$ cat src/rtl/bbb_pkg.sv
package bbb_pkg;

    typedef enum logic [1:0] {
        ST_IDLE    = 2'd0,
        ST_WR_WAIT = 2'd1,
        ST_RD_WAIT = 2'd2
    } mst_state_t;

    localparam logic [7:0] IDX_ENABLE = 8'h30;
    localparam logic [7:0] IDX_ADDR0  = 8'hF0;
    localparam logic [7:0] IDX_DATA0  = 8'hF4;
    localparam logic [7:0] IDX_SIZE   = 8'hF8;
    localparam logic [7:0] IDX_TRIG   = 8'hFE;
    localparam logic [7:0] TRIG_KEY   = 8'hCF;

endpackage

$ cat src/rtl/bbb_regfile.sv
module bbb_regfile
    import bbb_pkg::*;
#(
    parameter int ADDR_BYTES = 4,
    parameter int DATA_BYTES = 4,
    localparam int AW = 8 * ADDR_BYTES,
    localparam int DW = 8 * DATA_BYTES
) (
    input  logic          clk,
    input  logic          rst_n,
    input  logic [7:0]    idx,
    input  logic [7:0]    wdata,
    input  logic          wr,
    input  logic          busy,
    input  logic          load_rd,
    input  logic [DW-1:0] load_word,
    output logic [7:0]    rdata,
    output logic          en,
    output logic [AW-1:0] addr_word,
    output logic [DW-1:0] data_word,
    output logic [7:0]    size_code
);

    logic [7:0] addr_q [ADDR_BYTES];
    logic [7:0] data_q [DATA_BYTES];
    logic       en_q;
    logic [7:0] size_q;

    always_ff @(posedge clk or negedge rst_n) begin
        if (!rst_n) begin
            en_q   <= 1'b0;
            size_q <= '0;
        end else if (wr) begin
            if (idx == IDX_ENABLE) en_q   <= wdata[0];
            if (idx == IDX_SIZE)   size_q <= wdata;
        end
    end

    for (genvar i = 0; i < ADDR_BYTES; i++) begin : g_addr
        localparam logic [7:0] SLOT = 8'(IDX_ADDR0 + i);
        always_ff @(posedge clk or negedge rst_n) begin
            if (!rst_n)                  addr_q[i] <= '0;
            else if (wr && idx == SLOT)  addr_q[i] <= wdata;
        end
        assign addr_word[8*(ADDR_BYTES-1-i) +: 8] = addr_q[i];
    end

    for (genvar i = 0; i < DATA_BYTES; i++) begin : g_data
        localparam logic [7:0] SLOT = 8'(IDX_DATA0 + i);
        always_ff @(posedge clk or negedge rst_n) begin
            if (!rst_n)                  data_q[i] <= '0;
            else if (load_rd)            data_q[i] <= load_word[8*(DATA_BYTES-1-i) +: 8];
            else if (wr && idx == SLOT)  data_q[i] <= wdata;
        end
        assign data_word[8*(DATA_BYTES-1-i) +: 8] = data_q[i];
    end

    always_comb begin
        rdata = '0;
        if (idx == IDX_ENABLE) rdata = {7'b0, en_q};
        if (idx == IDX_SIZE)   rdata = size_q;
        if (idx == IDX_TRIG)   rdata = {7'b0, busy};
        for (int i = 0; i < ADDR_BYTES; i++)
            if (idx == 8'(IDX_ADDR0 + i)) rdata = addr_q[i];
        for (int i = 0; i < DATA_BYTES; i++)
            if (idx == 8'(IDX_DATA0 + i)) rdata = data_q[i];
    end

    assign en        = en_q;
    assign size_code = size_q;

endmodule

$ cat src/rtl/bbb_trigger.sv
module bbb_trigger
    import bbb_pkg::*;
(
    input  logic [7:0] idx,
    input  logic [7:0] wdata,
    input  logic       wr,
    input  logic       rd,
    input  logic       en,
    input  logic       busy,
    output logic       start_wr,
    output logic       start_rd
);

    logic armed;
    logic hit;

    assign armed    = en && !busy;
    assign hit      = (idx == IDX_TRIG);
    assign start_wr = armed && hit && wr && (wdata == TRIG_KEY);
    assign start_rd = armed && hit && rd && !start_wr;

endmodule

$ cat src/rtl/bbb_master.sv
module bbb_master
    import bbb_pkg::*;
#(
    parameter int ADDR_BYTES = 4,
    parameter int DATA_BYTES = 4,
    localparam int AW = 8 * ADDR_BYTES,
    localparam int DW = 8 * DATA_BYTES,
    localparam int SW = 3,
    localparam logic [SW-1:0] FULL_SIZE = SW'($clog2(DATA_BYTES))
) (
    input  logic          clk,
    input  logic          rst_n,
    input  logic          start_wr,
    input  logic          start_rd,
    input  logic [AW-1:0] addr_in,
    input  logic [DW-1:0] data_in,
    input  logic [7:0]    size_in,
    output logic          bus_req,
    output logic          bus_write,
    output logic [AW-1:0] bus_addr,
    output logic [SW-1:0] bus_size,
    output logic [DW-1:0] bus_wdata,
    input  logic [DW-1:0] bus_rdata,
    input  logic          bus_ready,
    output logic          busy,
    output logic          load_rd,
    output logic [DW-1:0] load_word
);

    mst_state_t    state_q, state_d;
    logic [AW-1:0] addr_q;
    logic [DW-1:0] wdata_q;
    logic [SW-1:0] size_q;
    logic [SW-1:0] size_enc;
    logic [DW-1:0] lane_mask;
    logic          launch;

    always_comb begin
        unique case (size_in)
            8'd0:    size_enc = SW'(0);
            8'd1:    size_enc = SW'(1);
            default: size_enc = FULL_SIZE;
        endcase
    end

    function automatic logic [DW-1:0] mask_for(input logic [SW-1:0] sz);
        logic [DW-1:0] m;
        m = '0;
        for (int b = 0; b < DATA_BYTES; b++)
            if (b < (1 << sz)) m[8*b +: 8] = 8'hFF;
        return m;
    endfunction

    assign launch    = (state_q == ST_IDLE) && (start_wr || start_rd);
    assign lane_mask = mask_for(size_q);

    always_comb begin
        state_d = state_q;
        unique case (state_q)
            ST_IDLE: begin
                if (start_wr)      state_d = ST_WR_WAIT;
                else if (start_rd) state_d = ST_RD_WAIT;
            end
            ST_WR_WAIT: if (bus_ready) state_d = ST_IDLE;
            ST_RD_WAIT: if (bus_ready) state_d = ST_IDLE;
            default:    state_d = ST_IDLE;
        endcase
    end

    always_ff @(posedge clk or negedge rst_n) begin
        if (!rst_n) begin
            state_q <= ST_IDLE;
            addr_q  <= '0;
            wdata_q <= '0;
            size_q  <= '0;
        end else begin
            state_q <= state_d;
            if (launch) begin
                addr_q  <= addr_in;
                wdata_q <= data_in & mask_for(size_enc);
                size_q  <= size_enc;
            end
        end
    end

    always_comb begin
        bus_req   = (state_q != ST_IDLE);
        bus_write = (state_q == ST_WR_WAIT);
        bus_addr  = addr_q;
        bus_size  = size_q;
        bus_wdata = wdata_q;
        busy      = (state_q != ST_IDLE);
        load_rd   = (state_q == ST_RD_WAIT) && bus_ready;
        load_word = bus_rdata & lane_mask;
    end

    a_r8_hold_stable: assert property (@(posedge clk) disable iff (!rst_n)
        (bus_req && !bus_ready) |=> (bus_req && $stable(bus_addr) && $stable(bus_wdata)
                                      && $stable(bus_write) && $stable(bus_size)));

    a_r3_write_launch: assert property (@(posedge clk) disable iff (!rst_n)
        (start_wr && !bus_req) |=> (bus_req && bus_write));

    a_r6_read_launch: assert property (@(posedge clk) disable iff (!rst_n)
        (start_rd && !start_wr && !bus_req) |=> (bus_req && !bus_write));

    a_r7_size_legal: assert property (@(posedge clk) disable iff (!rst_n)
        bus_req |-> (bus_size <= FULL_SIZE));

    a_r8_release: assert property (@(posedge clk) disable iff (!rst_n)
        (bus_req && bus_ready) |=> !bus_req);

endmodule

$ cat src/rtl/byte_bus_bridge.sv
module byte_bus_bridge
    import bbb_pkg::*;
#(
    parameter int ADDR_BYTES = 4,
    parameter int DATA_BYTES = 4,
    localparam int AW = 8 * ADDR_BYTES,
    localparam int DW = 8 * DATA_BYTES
) (
    input  logic          clk,
    input  logic          rst_n,
    input  logic [7:0]    host_idx,
    input  logic [7:0]    host_wdata,
    input  logic          host_wr,
    input  logic          host_rd,
    output logic [7:0]    host_rdata,
    output logic          bus_req,
    output logic          bus_write,
    output logic [AW-1:0] bus_addr,
    output logic [2:0]    bus_size,
    output logic [DW-1:0] bus_wdata,
    input  logic [DW-1:0] bus_rdata,
    input  logic          bus_ready
);

    logic          en;
    logic          busy;
    logic          start_wr, start_rd;
    logic          load_rd;
    logic [DW-1:0] load_word;
    logic [AW-1:0] addr_word;
    logic [DW-1:0] data_word;
    logic [7:0]    size_code;

    bbb_regfile #(.ADDR_BYTES(ADDR_BYTES), .DATA_BYTES(DATA_BYTES)) u_regs (
        .clk       (clk),
        .rst_n     (rst_n),
        .idx       (host_idx),
        .wdata     (host_wdata),
        .wr        (host_wr),
        .busy      (busy),
        .load_rd   (load_rd),
        .load_word (load_word),
        .rdata     (host_rdata),
        .en        (en),
        .addr_word (addr_word),
        .data_word (data_word),
        .size_code (size_code)
    );

    bbb_trigger u_trig (
        .idx      (host_idx),
        .wdata    (host_wdata),
        .wr       (host_wr),
        .rd       (host_rd),
        .en       (en),
        .busy     (busy),
        .start_wr (start_wr),
        .start_rd (start_rd)
    );

    bbb_master #(.ADDR_BYTES(ADDR_BYTES), .DATA_BYTES(DATA_BYTES)) u_mst (
        .clk       (clk),
        .rst_n     (rst_n),
        .start_wr  (start_wr),
        .start_rd  (start_rd),
        .addr_in   (addr_word),
        .data_in   (data_word),
        .size_in   (size_code),
        .bus_req   (bus_req),
        .bus_write (bus_write),
        .bus_addr  (bus_addr),
        .bus_size  (bus_size),
        .bus_wdata (bus_wdata),
        .bus_rdata (bus_rdata),
        .bus_ready (bus_ready),
        .busy      (busy),
        .load_rd   (load_rd),
        .load_word (load_word)
    );

    // a disabled, idle bridge never raises a request
    a_r5_disabled_quiet: assert property (@(posedge clk) disable iff (!rst_n)
        (!en && !bus_req) |=> !bus_req);

    // an in-flight transfer never changes direction
    a_r10_no_restart: assert property (@(posedge clk) disable iff (!rst_n)
        (bus_req && !bus_ready) |=> $stable(bus_write));

    // the busy readback tracks the outstanding request
    a_r9_busy_flag: assert property (@(posedge clk) disable iff (!rst_n)
        (host_idx == IDX_TRIG) |-> (host_rdata[0] == bus_req));

endmodule

$ cat config.mk
export PLATFORM = sky130hd
export DESIGN_NAME = byte_bus_bridge
export DESIGN_NICKNAME = d
export VERILOG_FILES = /design/src/rtl/bbb_pkg.sv /design/src/rtl/bbb_regfile.sv /design/src/rtl/bbb_trigger.sv /design/src/rtl/bbb_master.sv /design/src/rtl/byte_bus_bridge.sv
export SDC_FILE = /design/constraint.sdc
export NUM_CORES = 1
export LEC_CHECK = 0
export CAP_MARGIN = 40
export CORE_MARGIN = 8
export CORE_UTILIZATION = 48
export DETAILED_ROUTE_END_ITERATION = 12
export PLACE_DENSITY_LB_ADDON = 0.3
export SETUP_SLACK_MARGIN = 0.15
export SLEW_MARGIN = 20
export SYNTH_ARGS = -nofsm -noshare
export SYNTH_HDL_FRONTEND = slang
export SYNTH_SLANG_ARGS = --single-unit
$ cat constraint.sdc
create_clock -name clk -period 4.1 [get_ports clk]
set_clock_uncertainty 0.1 [all_clocks]
set_input_delay 0.82 -clock clk [delete_from_list [all_inputs] [get_ports clk]]
set_output_delay 0.82 -clock clk [all_outputs]
set_load 0.02 [all_outputs]
======== Word-level counts from Yosys, hierarchy flattened ========
Index checks and enable logic that the tools add are counted.
word-level totals
  bits in registers ....................... 142
  logic and storage cells ................. 109
operators by class
  magnitude comparators ................... 8
  eq/ne operators ......................... 17
  shift-type cells ........................ 2
  muxes and demuxes ....................... 36
  bitwise operators ....................... 2
  reduce and logical (&&, ||, !) cells .... 30
operators with widths
  cell                  count
  $mux 8                30
  $lt 3x32->1 const A   4
  $eq 8x8->1 const B    11
  $and 32x32->32        2
  $lt 1x32->1 const A   2
  $lt 2x32->1 const A   2
  $shl 1x2->32 const A  1
  $shl 1x3->32 const A  1
  $logic_and 1x1->1     16
  $reduce_bool 2->1     5
  $eq 8x1->1 const B    1
  $eq 8x6->1 const B    1
  $logic_not 8->1       1
  $pmux 2 s2            2
  $mux 2                3
  $reduce_and 2->1      3
  $ne 3x1->1 const B    1
  $eq 2x1->1 const B    1
  $eq 2x2->1 const B    1
  $logic_not 1->1       2
  $logic_not 2->1       1
  $ne 2x1->1 const B    1
  $reduce_or 2->1       1
  $logic_or 1x1->1      1
  $mux 1                1

======== Longest topological paths before layout ========
Gate-level depths: netlist of run 1.
  depth in word-level cells ............... 12
  gate-level depth with buffers ........... 8
  gate-level depth less buffers ........... 6

======== Cells and area by module ========
Synthesis of run 1 repeated with hierarchy kept, for this count alone.
second synthesis, totals
  cells, all modules ...................... 713
  area, all modules ....................... 7024.2 µm²
by module, submodules not included
  module       times used  cells each  area each (µm²)  sequential area each (µm²)
  bbb_regfile  1           367         4043.9           1826.8
  bbb_master   1           335         2901.5           1701.6
  bbb_trigger  1           11          78.8             0.0

======== Worst setup path after synthesis of run 1 ========
OpenSTA, ideal clock, no wires.
  path kind ............................... input-to-output
  start point ............................. in host_idx[0]
  end point ............................... out host_rdata[5]
  data arrival time ....................... 2.406 ns
  setup slack ............................. 0.774 ns
  stages on the path ...................... 7
  path through ............................ buf_2 -> buf_2 -> clkbuf_1 -> nor2_1 -> o21ai_0 -> a21oi_1 -> o32ai_1
between the ends
  cells in the longest elaborated chain, start to end .. 11
ends and longest elaborated chain
  item                  line                   RTL
  start, declared       byte_bus_bridge.sv:11  input logic [7:0] host_idx,
  $eq 8x8->1            bbb_regfile.sv:61      if (idx == IDX_SIZE) rdata = size_q;
  $mux 8                bbb_regfile.sv:61
  $mux 8                bbb_regfile.sv:62      if (idx == IDX_TRIG) rdata = {7'b0, busy};
  $mux 8 (4 in series)  bbb_regfile.sv:64      if (idx == 8'(IDX_ADDR0 + i)) rdata = addr_q[i];
  $mux 8 (3 in series)  bbb_regfile.sv:66      if (idx == 8'(IDX_DATA0 + i)) rdata = data_q[i];
  $mux 8 (*)            bbb_regfile.sv:66
  end, declared         byte_bus_bridge.sv:15  output logic [7:0] host_rdata,
Mark *: on every way between the ends. The rest lies on a longest branch, timed or not.

======== Final worst setup path of run 1 ========
  start point ............................. in host_idx[1]
  end point ............................... out host_rdata[1]
Same word-level chain as after synthesis.

==> metrics.txt, run 1 <==
status finished clean; first-pass GRT wire length 32300 µm; Reg2Reg Setup Slack between 1.5 and 2 ns; Async SR Flop Fraction 100%; Req. time, crit path 3.18 ns; Leakage 4.27 nW; final hold violations 0; FF-to-FF Start u_mst.state_q[0]$_DFFE_PN0P_; RR Endpoint u_regs.data_word[20]$_DFFE_PN0P_; count of cell types in the netlist between 50 and 60; Starting Density around 49%; number of flops mapped to enable cells by yosys 0; WL/cell about 23 µm; Detail Placement HPWL 15200 µm; Syn Nets roughly 620; Die Span Y 135 µm; deepest clock path buffer count 2; antenna-violating nets left 0; register area share after synthesis about 52%; Layout Nets about 780; drt total wl roughly 21000 µm; gr usage total 23.3%; placed insts 882; max_slew headroom 41.9%; RSZ-0062 raised after global routing true; Slew @ Worst Pin 0.870 ns; synthesized cell area 0.00685 mm²; clock-pin slew on the worst setup and hold paths 0.06 ns; period utilization 96.0%; Max-cap violations 0; Inserted Clock Buffers 17; setup_tns 0 ns; clock tree from TritonCTS built; DRC Markers 0; port bufs roughly 130; Total Die Area 0.0183 mm²; largest net degree at the start of global routing slightly below 70; row count 43; Synth Register Bits between 100 and 150; Syn-to-layout area delta 34.6%; crit-path max FO 12; DRT iter0 DRCs ~420; min Tclk post-route around 3.9 ns; CTS root buf clkbuf_16; Die X 135 µm; Setup violations, final 0; GPL Wtd Cong 0.905; VDD IR max 0.000315 V; drt pass-1 iters 6; prevailing post-synth register cell dfrtp_1; syn avg cell area 12.1 µm²; antenna fix cells 0; kind of end point of the critical path output port; CORE AREA 0.0139 mm²; YS warnings 0; via/cell ratio 5.87; PwrDens 385 mW/mm²; crit start category primary input; layout cell share with drive strength beyond 1 27.4%; CTS sink cnt 141; I/O pin count 130; routed via count about 5400; Mapped Cells 568; CP Class in -> out; non-filler cells, final between 900 and 1000; number of global-route vias before repair 5467; CP arrival 3.02 ns; GR Overflow Total 0; Fillers around 1000; antenna violations before repair 0; Worst R2R Path Depth 6; Max Freq 254 MHz; insertion delay to the later sink of the worst-skew pair between 0.4 and 0.5 ns; max-slew violations 0; Worst Hold Class in -> async; H-tree levels 4
==> flip-flops by register name, indices dropped and copies added, names as in the netlist <==
| signal | count |
|---|---|
| u_mst.bus_addr | 32 |
| u_mst.bus_size | 2 |
| u_mst.bus_wdata | 32 |
| u_mst.state_q | 2 |
| u_regs.addr_word | 32 |
| u_regs.data_word | 32 |
| u_regs.en | 1 |
| u_regs.size_code | 8 |
==> cell usage after synthesis, types with 4 or more instances <==
library cell | instances | area (µm²)
nand2b_1 | 4 | 25.0
o21ai_0 | 6 | 30.0
mux2i_1 | 36 | 360
clkbuf_1 | 23 | 86.3
o31ai_1 | 6 | 45.0
a22o_1 | 8 | 70.1
a211oi_1 | 4 | 30.0
nand3_1 | 4 | 20.0
mux2_4 | 10 | 150
a21oi_1 | 35 | 175
nor3_1 | 4 | 20.0
dfrtp_1 | 141 | 3530
nand4_1 | 6 | 37.5
buf_4 | 4 | 30.0
o32a_1 | 4 | 40.0
nor2_1 | 31 | 116
mux2_2 | 90 | 1010
buf_2 | 9 | 45.0
inv_1 | 25 | 93.8
mux4_2 | 6 | 135
a22oi_1 | 16 | 120
o21a_1 | 6 | 45.0
nand2_1 | 32 | 120
nor2b_1 | 6 | 37.5
==> layout by cell type (no fill, tap or decap), types with 4 or more instances in the layout <==
master           instances
dfrtp_1                141
clkdlybuf4s50_1        118
mux2_2                  90
buf_4                   42
mux2i_1                 36
a21oi_1                 35
nand2_1                 32
nor2_1                  31
inv_1                   25
clkbuf_16               17
a22oi_1                 16
mux2_4                  10
a22o_1                   8
mux4_2                   6
nor2b_1                  6
nand4_1                  6
o21ai_0                  6
o31ai_1                  6
o21a_1                   6
buf_12                   5
nor3_1                   4
a211oi_1                 4
nand2b_1                 4
o32a_1                   4
nand3_1                  4
bufinv_16                4
dlygate4sd2_1            4
==> metrics by stage <==
| step | area [µm²] | total power, mW | setup slack (ns) | hold WS [ns] | util [%] |
|---|---|---|---|---|---|
| 2_1_floorplan | 6850 | 1.70 | 0.774 | 0.387 | - |
| 3_3_place_gp | 8550 | 1.89 | -0.174 | 0.392 | 61.4 |
| 3_5_place_dp | 8580 | 1.91 | -0.184 | 0.396 | 61.6 |
| 4_1_cts | 9210 | 3.55 | 0.109 | 0.173 | 66.1 |
| 5_1_grt | 9220 | 3.65 | 0.116 | 0.184 | 66.1 |
| 6_report | 9220 | 3.55 | 0.164 | 0.168 | 66.1 |
==> power breakdown <==
group | internal [mW] | total [mW] | switching (mW)
Sequential | 1.46 | 1.53 | 0.0723
Clock | 1.06 | 1.65 | 0.591
Combinational | 0.179 | 0.370 | 0.191
==> worst max-delay path by stage <==
stage                     start            end  slack [ns]  cells after the start
floorplan           host_idx[0]  host_rdata[5]        0.77                      7
global placement    host_idx[1]  host_rdata[5]       -0.17                      9
detailed placement  host_idx[0]  host_rdata[0]       -0.18                      7
CTS                 host_idx[1]  host_rdata[1]        0.11                      7
global route        host_idx[1]  host_rdata[1]        0.12                      7
finish              host_idx[1]  host_rdata[1]        0.16                      7
==> routing by layer <==
metal / wire, µm / GRT usage, % / vias up
li1: - / - / 2374
met1: 9730 / 32.6 / 2745
met2: 9500 / 35.4 / 209
met3: 1360 / 5.12 / 30
met4: 363 / 7.34 / 0
met5: 0 / 0 / -
==> cell families after synthesis <==
kind of cell | after synthesis | share of synthesized area, %
other | 1 | 0.0548
flip-flops | 141 | 51.5
AO/OA/AOI/OAI | 104 | 10.8
buffers and inverters | 68 | 4.68
adder cells (fa/ha/maj) | 3 | 0.548
AND/OR/NAND/NOR | 109 | 8.20
multiplexers | 142 | 24.2
==> critical path: stages <==
cell and delay (ns):
clkdlybuf4s50_1 0.54, buf_4 0.21, buf_6 0.18, mux4_2 0.53, a32oi_1 0.26, o31ai_1 0.13, dlygate4sd2_1 0.34
==> repair_timing <==
item / in CTS / in global routing
buffers inserted: 0 / 0
resized for setup: 14 / 7
hold buffers: 0 / 0
setup endpoints to repair: 8 / 6
==> layout make-up <==
type                       count  area (µm²)  area share (%)
tap                          180         225            2.44
multi-input combinational    359        3010            32.6
inverter                      25        93.8            1.02
timing repair buffer         178        1730            18.8
clock buffer                  20         467            5.06
sequential                   141        3530            38.3
clock inverter                10         163            1.76
Note: power is estimated with default switching activity, not from simulation.
==> run 2: changes to the inputs <==
--- a/config.mk
+++ b/config.mk
@@ -9,7 +9,8 @@
 export CORE_MARGIN = 8
 export CORE_UTILIZATION = 48
 export DETAILED_ROUTE_END_ITERATION = 12
-export PLACE_DENSITY_LB_ADDON = 0.3
+export GPL_TIMING_DRIVEN = 0
+export PLACE_DENSITY = 0.87
 export SETUP_SLACK_MARGIN = 0.15
 export SLEW_MARGIN = 20
 export SYNTH_ARGS = -nofsm -noshare
==> metrics.txt, run 2 (synthesis gave the netlist of run 1 again) <==
antenna-violating nets left 0 (unchanged); min Tclk post-route 3.79 ns (-0.147 ns); routed via count 5328 (-0.56%); Inserted Clock Buffers 17 (unchanged); I/O pin count 130 (unchanged); dpl ws -0.759 ns (-0.575 ns); Syn-to-layout area delta 30.8%; Total Die Area 0.0183 mm² (unchanged); Detail Placement HPWL 15500 µm (+1.6%); Leakage 4.12 nW (-3.5%); period utilization 92.4% (-3.6 points); max_slew headroom 46.7% (+4.8 points); VDD IR max 0.000322 V (+2.3%); DRT iter0 DRCs 610 (+46%); WL/cell 23.6 µm (+2.7%); Starting Density 49.1% (unchanged); Slew @ Worst Pin 0.793 ns (-0.0765 ns); CTS sink cnt 141 (unchanged); clock tree from TritonCTS built; Die X 135 µm (unchanged); Worst R2R Path Depth 7 (+1); final hold violations 0 (unchanged); drt pass-1 iters 5 (-1); RSZ-0062 raised after global routing false; Buf/Inv on CP 3 (-1); slowest stage delay, CP 0.50 ns (-0.04 ns); Setup violations, final 0 (unchanged); PwrDens 381 mW/mm² (-0.96%); CP arrival 2.87 ns (-0.15 ns); via/cell ratio 5.91 (+0.76%); DRC Markers 0 (unchanged); largest net degree at the start of global routing 73 (+7.4%); crit start category primary input; status finished clean; number of global-route vias before repair 5703 (+4.3%); Crit-path slowest cell clkdlybuf4s50_1; Die Span Y 135 µm (unchanged); antenna violations before repair 0 (unchanged); Layout Nets 765 (-1.7%); first-pass GRT wire length 32900 µm (+1.8%); FF-to-FF Start u_mst.state_q[0]$_DFFE_PN0P_; max-slew violations 0 (unchanged); setup_tns 0 ns (unchanged); Max-cap violations 0 (unchanged); layout cell share with drive strength beyond 1 25.0% (-2.5 points); Max Freq 264 MHz (+3.9%); CTS root buf clkbuf_16; kind of end point of the critical path output port; insertion delay to the later sink of the worst-skew pair 0.43 ns (about the same); crit path cell chain clkdlybuf4s50_1 > nand4_1 > buf_2 > a211oi_1 > o211ai_1 > a2bb2oi_1 > dlygate4sd2_1; CP Launch Point host_idx[7]; Worst Hold Class in -> async; non-filler cells, final 901 (-1.3%); area occupied by multi-input gates 0.00302 mm² (+0.50%); row count 43 (unchanged); crit-path max FO 10 (-2); H-tree levels 4 (unchanged); family with the most delay on the worst path buffers and inverters; Fillers 1056 (+1.1%); CP Class in -> out; CORE AREA 0.0139 mm² (unchanged); drt total wl 21200 µm (+1.4%); commonest non-fill, non-tap cell in the layout dfrtp_1; Final WS setup 0.310 ns (+0.147 ns); deepest clock path buffer count 2 (unchanged); GPL Wtd Cong 0.939 (+3.8%); port bufs 120 (-6.3%); Reg area 0.00353 mm² (unchanged); most frequent cells in the layout dfrtp_1 (141), clkdlybuf4s50_1 (107), mux2_2 (90), mux2i_1 (36), a21oi_1 (35); Crit. path cell count 7 (unchanged); antenna fix cells 0 (unchanged); GR Overflow Total 0 (unchanged); clock-pin slew on the worst setup and hold paths 0.06 ns (about the same); placed insts 869 (-1.5%); gr usage total 23.8% (+0.45 points); Req. time, crit path 3.18 ns (about the same)
-- run 2: layer usage --
metal | vias to the layer above | GRT usage (%) | wire (µm)
li1 | 2361 | - | -
met1 | 2696 | 31.1 | 9110
met2 | 234 | 37.3 | 10100
met3 | 37 | 5.53 | 1490
met4 | 0 | 9.87 | 522
met5 | - | 0 | 0
-- run 2: layout make-up --
class	count	area share (%)
multi-input cells	359	33.7
clock buffers	20	4.99
well taps	180	2.51
plain buffers	43	2.96
clock inverters	11	1.59
inverters	25	1.05
flip-flops and latches	141	39.4
repair buffers	122	13.8
-- run 2: worst reg2reg max path, cell delays in order, from the launching register on --
cell	delay [ns]
dfrtp_1	0.37
inv_1	0.09
ha_1	0.22
nand2_1	0.30
clkbuf_1	0.46
clkbuf_1	0.54
a22oi_1	0.21
a21oi_1	0.22
-- run 2: stage by stage --
step	instance area (µm²)	power, mW	hold slack [ns]	util [%]
after detailed placement	8310	1.88	0.396	59.6
after floorplan	6850	1.70	0.387	-
after global routing	8960	3.52	0.271	64.3
after CTS	8950	3.43	0.251	64.3
final	8960	3.42	0.228	64.3
after global placement	8270	1.86	0.394	59.4
-- run 2: power by group --
| group | leakage (nW) | internal, mW | total [mW] | switching, mW |
|---|---|---|---|---|
| registers | 1.85 | 1.46 | 1.52 | 0.0665 |
| clock network | 0.286 | 0.966 | 1.55 | 0.583 |
| logic | 1.98 | 0.151 | 0.344 | 0.193 |
| total | 4.12 | 2.57 | 3.42 | 0.843 |
-- run 2: worst paths after layout --
path | to | slack [ns]
setup / recovery | host_rdata[7] | 0.31
hold / removal | u_regs.addr_word[27]$_DFFE_PN0P_ | 0.23
setup reg to reg | u_regs.data_word[15]$_DFFE_PN0P_ | 1.51
hold reg to reg | u_mst.bus_wdata[12]$_DFFE_PN0P_ | 0.40
max in group asynchronous | u_regs.data_word[11]$_DFFE_PN0P_ | 2.93
min in group clk | u_mst.bus_wdata[12]$_DFFE_PN0P_ | 0.40
-- run 2: repair_timing --
action | in CTS | in global routing
endpoints found under the setup margin | 8 | 2
gates resized for setup | 36 | 9
setup buffers | 1 | 0
pin swaps | 1 | 1
hold buffers | 0 | 0
==> run 3: changes to the inputs <==
--- a/config.mk
+++ b/config.mk
@@ -5,7 +5,8 @@
 export SDC_FILE = /design/constraint.sdc
 export NUM_CORES = 1
 export LEC_CHECK = 0
-export CAP_MARGIN = 40
+export CAP_MARGIN = 5
+export CORE_ASPECT_RATIO = 2
 export CORE_MARGIN = 8
 export CORE_UTILIZATION = 48
 export DETAILED_ROUTE_END_ITERATION = 12
==> metrics.txt, run 3 (synthesis gave the netlist of run 1 again) <==
status finished clean; Req. time, crit path 3.18 ns (about the same); drt pass-1 iters 5 (unchanged); port bufs 120 (unchanged); Leakage 4.14 nW (+0.60%); Layout Nets 767 (+0.26%); grt met3 use 5.76% (+0.23 points); GR peak layer met2; Final Power 3.43 mW (+0.30%); first-pass GRT wire length 31900 µm (-3.0%); min Tclk post-route 3.94 ns (+0.154 ns); NetSw 896 µW (+6.3%); Worst Hold Class in -> async; clock-pin slew on the worst setup and hold paths 0.06 ns (about the same); drt total wl 20600 µm (-3.3%); setup_tns 0 ns (unchanged); deepest clock path buffer count 2 (unchanged); Max-cap violations 0 (unchanged); Int Power 2.53 mW (-1.7%); final hold violations 0 (unchanged); crit start category primary input; GPL Wtd Cong 0.938 (-0.15%); Setup violations, final 0 (unchanged); Die X 100 µm (-26%); Syn-to-layout area delta 31.2%; Worst R2R Path Depth 7 (unchanged); CTS sink cnt 141 (unchanged); non-filler cells, final 916 (+1.7%); routed via count 5319 (-0.17%); clock tree from TritonCTS built; most frequent cells in the layout dfrtp_1 (141), clkdlybuf4s50_1 (108), mux2_2 (90), mux2i_1 (36), a21oi_1 (35); max_slew headroom 46.3% (-0.43 points); Slew @ Worst Pin 0.804 ns (+0.0106 ns); Total Die Area 0.0186 mm² (+1.3%); Starting Density 48.5% (-0.64 points); Inserted Clock Buffers 17 (unchanged); GR Overflow Total 0 (unchanged); max-slew violations 0 (unchanged); GR Util met2 36.7% (-0.62 points); row count 62 (+44%); antenna-violating nets left 0 (unchanged); met1 Usage GRT 27.8% (-3.3 points); placed insts 881 (+1.4%); Hold Slack 0.209 ns (-0.0197 ns); WL/cell 22.4 µm (-4.9%); antenna fix cells 0 (unchanged); layout cell share with drive strength beyond 1 25.6% (+0.59 points); CORE AREA 0.0141 mm² (+1.3%); PwrDens 381 mW/mm² (about the same); sequential share of power 44.4% (-0.2 points); H-tree levels 4 (unchanged); CP arrival 3.02 ns (+0.15 ns); DRC Markers 0 (unchanged); via/cell ratio 5.81 (-1.8%); clock power share 45.6% (+0.2 points); Fillers 1126 (+6.6%); DRT iter0 DRCs 381 (-38%); commonest non-fill, non-tap cell in the layout dfrtp_1; RSZ-0062 raised after global routing false; I/O pin count 130 (unchanged); VDD IR max 0.000308 V (-4.4%); period utilization 96.2% (+3.8 points); kind of end point of the critical path output port; Detail Placement HPWL 15000 µm (-3.0%); CP Class in -> out; Max Freq 254 MHz (-3.9%); largest net degree at the start of global routing 86 (+18%); CTS root buf clkbuf_16; Sw Ratio 26.1% (+1.5 points); gr usage total 22.7% (-1.1 points); antenna violations before repair 0 (unchanged); crit-path max FO 10 (unchanged); Die Span Y 185 µm (+37%); insertion delay to the later sink of the worst-skew pair 0.42 ns (about the same); combinational power share 10.0% (about the same); number of global-route vias before repair 5579 (-2.2%); final design utilization 63.6% (-0.64 points)
run 3: changes by cell type in the layout (fill, tap and decap cells not counted), sizes merged:
cell           delta
inv               +3
clkdlybuf4s15     -2
buf               +1
bufinv            -1
clkdlybuf4s50     +1
clkinv            +1
run 3: metal layers:
metal / up-vias / routed length (µm)
met4: 0 / 584
met1: 2654 / 8310
met2: 263 / 10100
met5: - / 0
li1: 2365 / -
met3: 37 / 1540
run 3: final timing paths:
kind | startpoint | endpoint | slack [ns]
min in group clk | u_mst.bus_addr[23]$_DFFE_PN0P_ | u_mst.bus_addr[23]$_DFFE_PN0P_ | 0.41
setup reg to reg | u_mst.state_q[0]$_DFFE_PN0P_ | u_regs.data_word[29]$_DFFE_PN0P_ | 1.61
hold reg to reg | u_mst.bus_addr[23]$_DFFE_PN0P_ | u_mst.bus_addr[23]$_DFFE_PN0P_ | 0.41
max in group asynchronous | rst_n | u_regs.size_code[0]$_DFFE_PN0P_ | 2.94
setup / recovery | host_idx[3] | host_rdata[7] | 0.16
hold / removal | rst_n | u_mst.bus_wdata[28]$_DFFE_PN0P_ | 0.21
run 3: repair_timing:
action                     CTS  global route
setup endpoints to repair    8             8
hold buffers                 0             0
pin swaps                    1             0
cloned                       0             0
resized for setup           27            16
setup buffers                2             1
run 3: worst max-delay path, cell delays in order:
cell and delay (ns):
clkdlybuf4s50_1 0.52, buf_4 0.25, or3b_2 0.54, o22a_1 0.22, o211ai_1 0.21, a2bb2oi_1 0.13
dlygate4sd2_1 0.34
run 3: cell type report:
class                           instances  area [µm²]  area share (%)
Buffer                                 43         264            2.94
Clock buffer                           18         439            4.89
Clock inverter                         14         159            1.77
Inverter                               25        93.8            1.04
Multi-Input combinational cell        359        3020            33.6
Sequential cell                       141        3530            39.3
Tap cell                              192         240            2.67
Timing Repair Buffer                  124        1240            13.8
run 3: per-stage QoR:
| stage | area, µm² | setup WS, ns |
|---|---|---|
| after floorplan | 6850 | 0.774 |
| after global placement | 8290 | -3.32 |
| after detailed placement | 8320 | -0.765 |
| after CTS | 8960 | 0.0687 |
| after global routing | 8990 | 0.126 |
| final | 8990 | 0.157 |
run 3: power by group through the flow:
stage	combinational, mW	clock, mW	sequential [mW]
4_1_cts	0.341	1.58	1.52
3_5_place_dp	0.334	0	1.54
5_1_grt	0.371	1.63	1.52
6_report	0.344	1.56	1.52
3_3_place_gp	0.321	0	1.54
2_1_floorplan	0.183	0	1.51
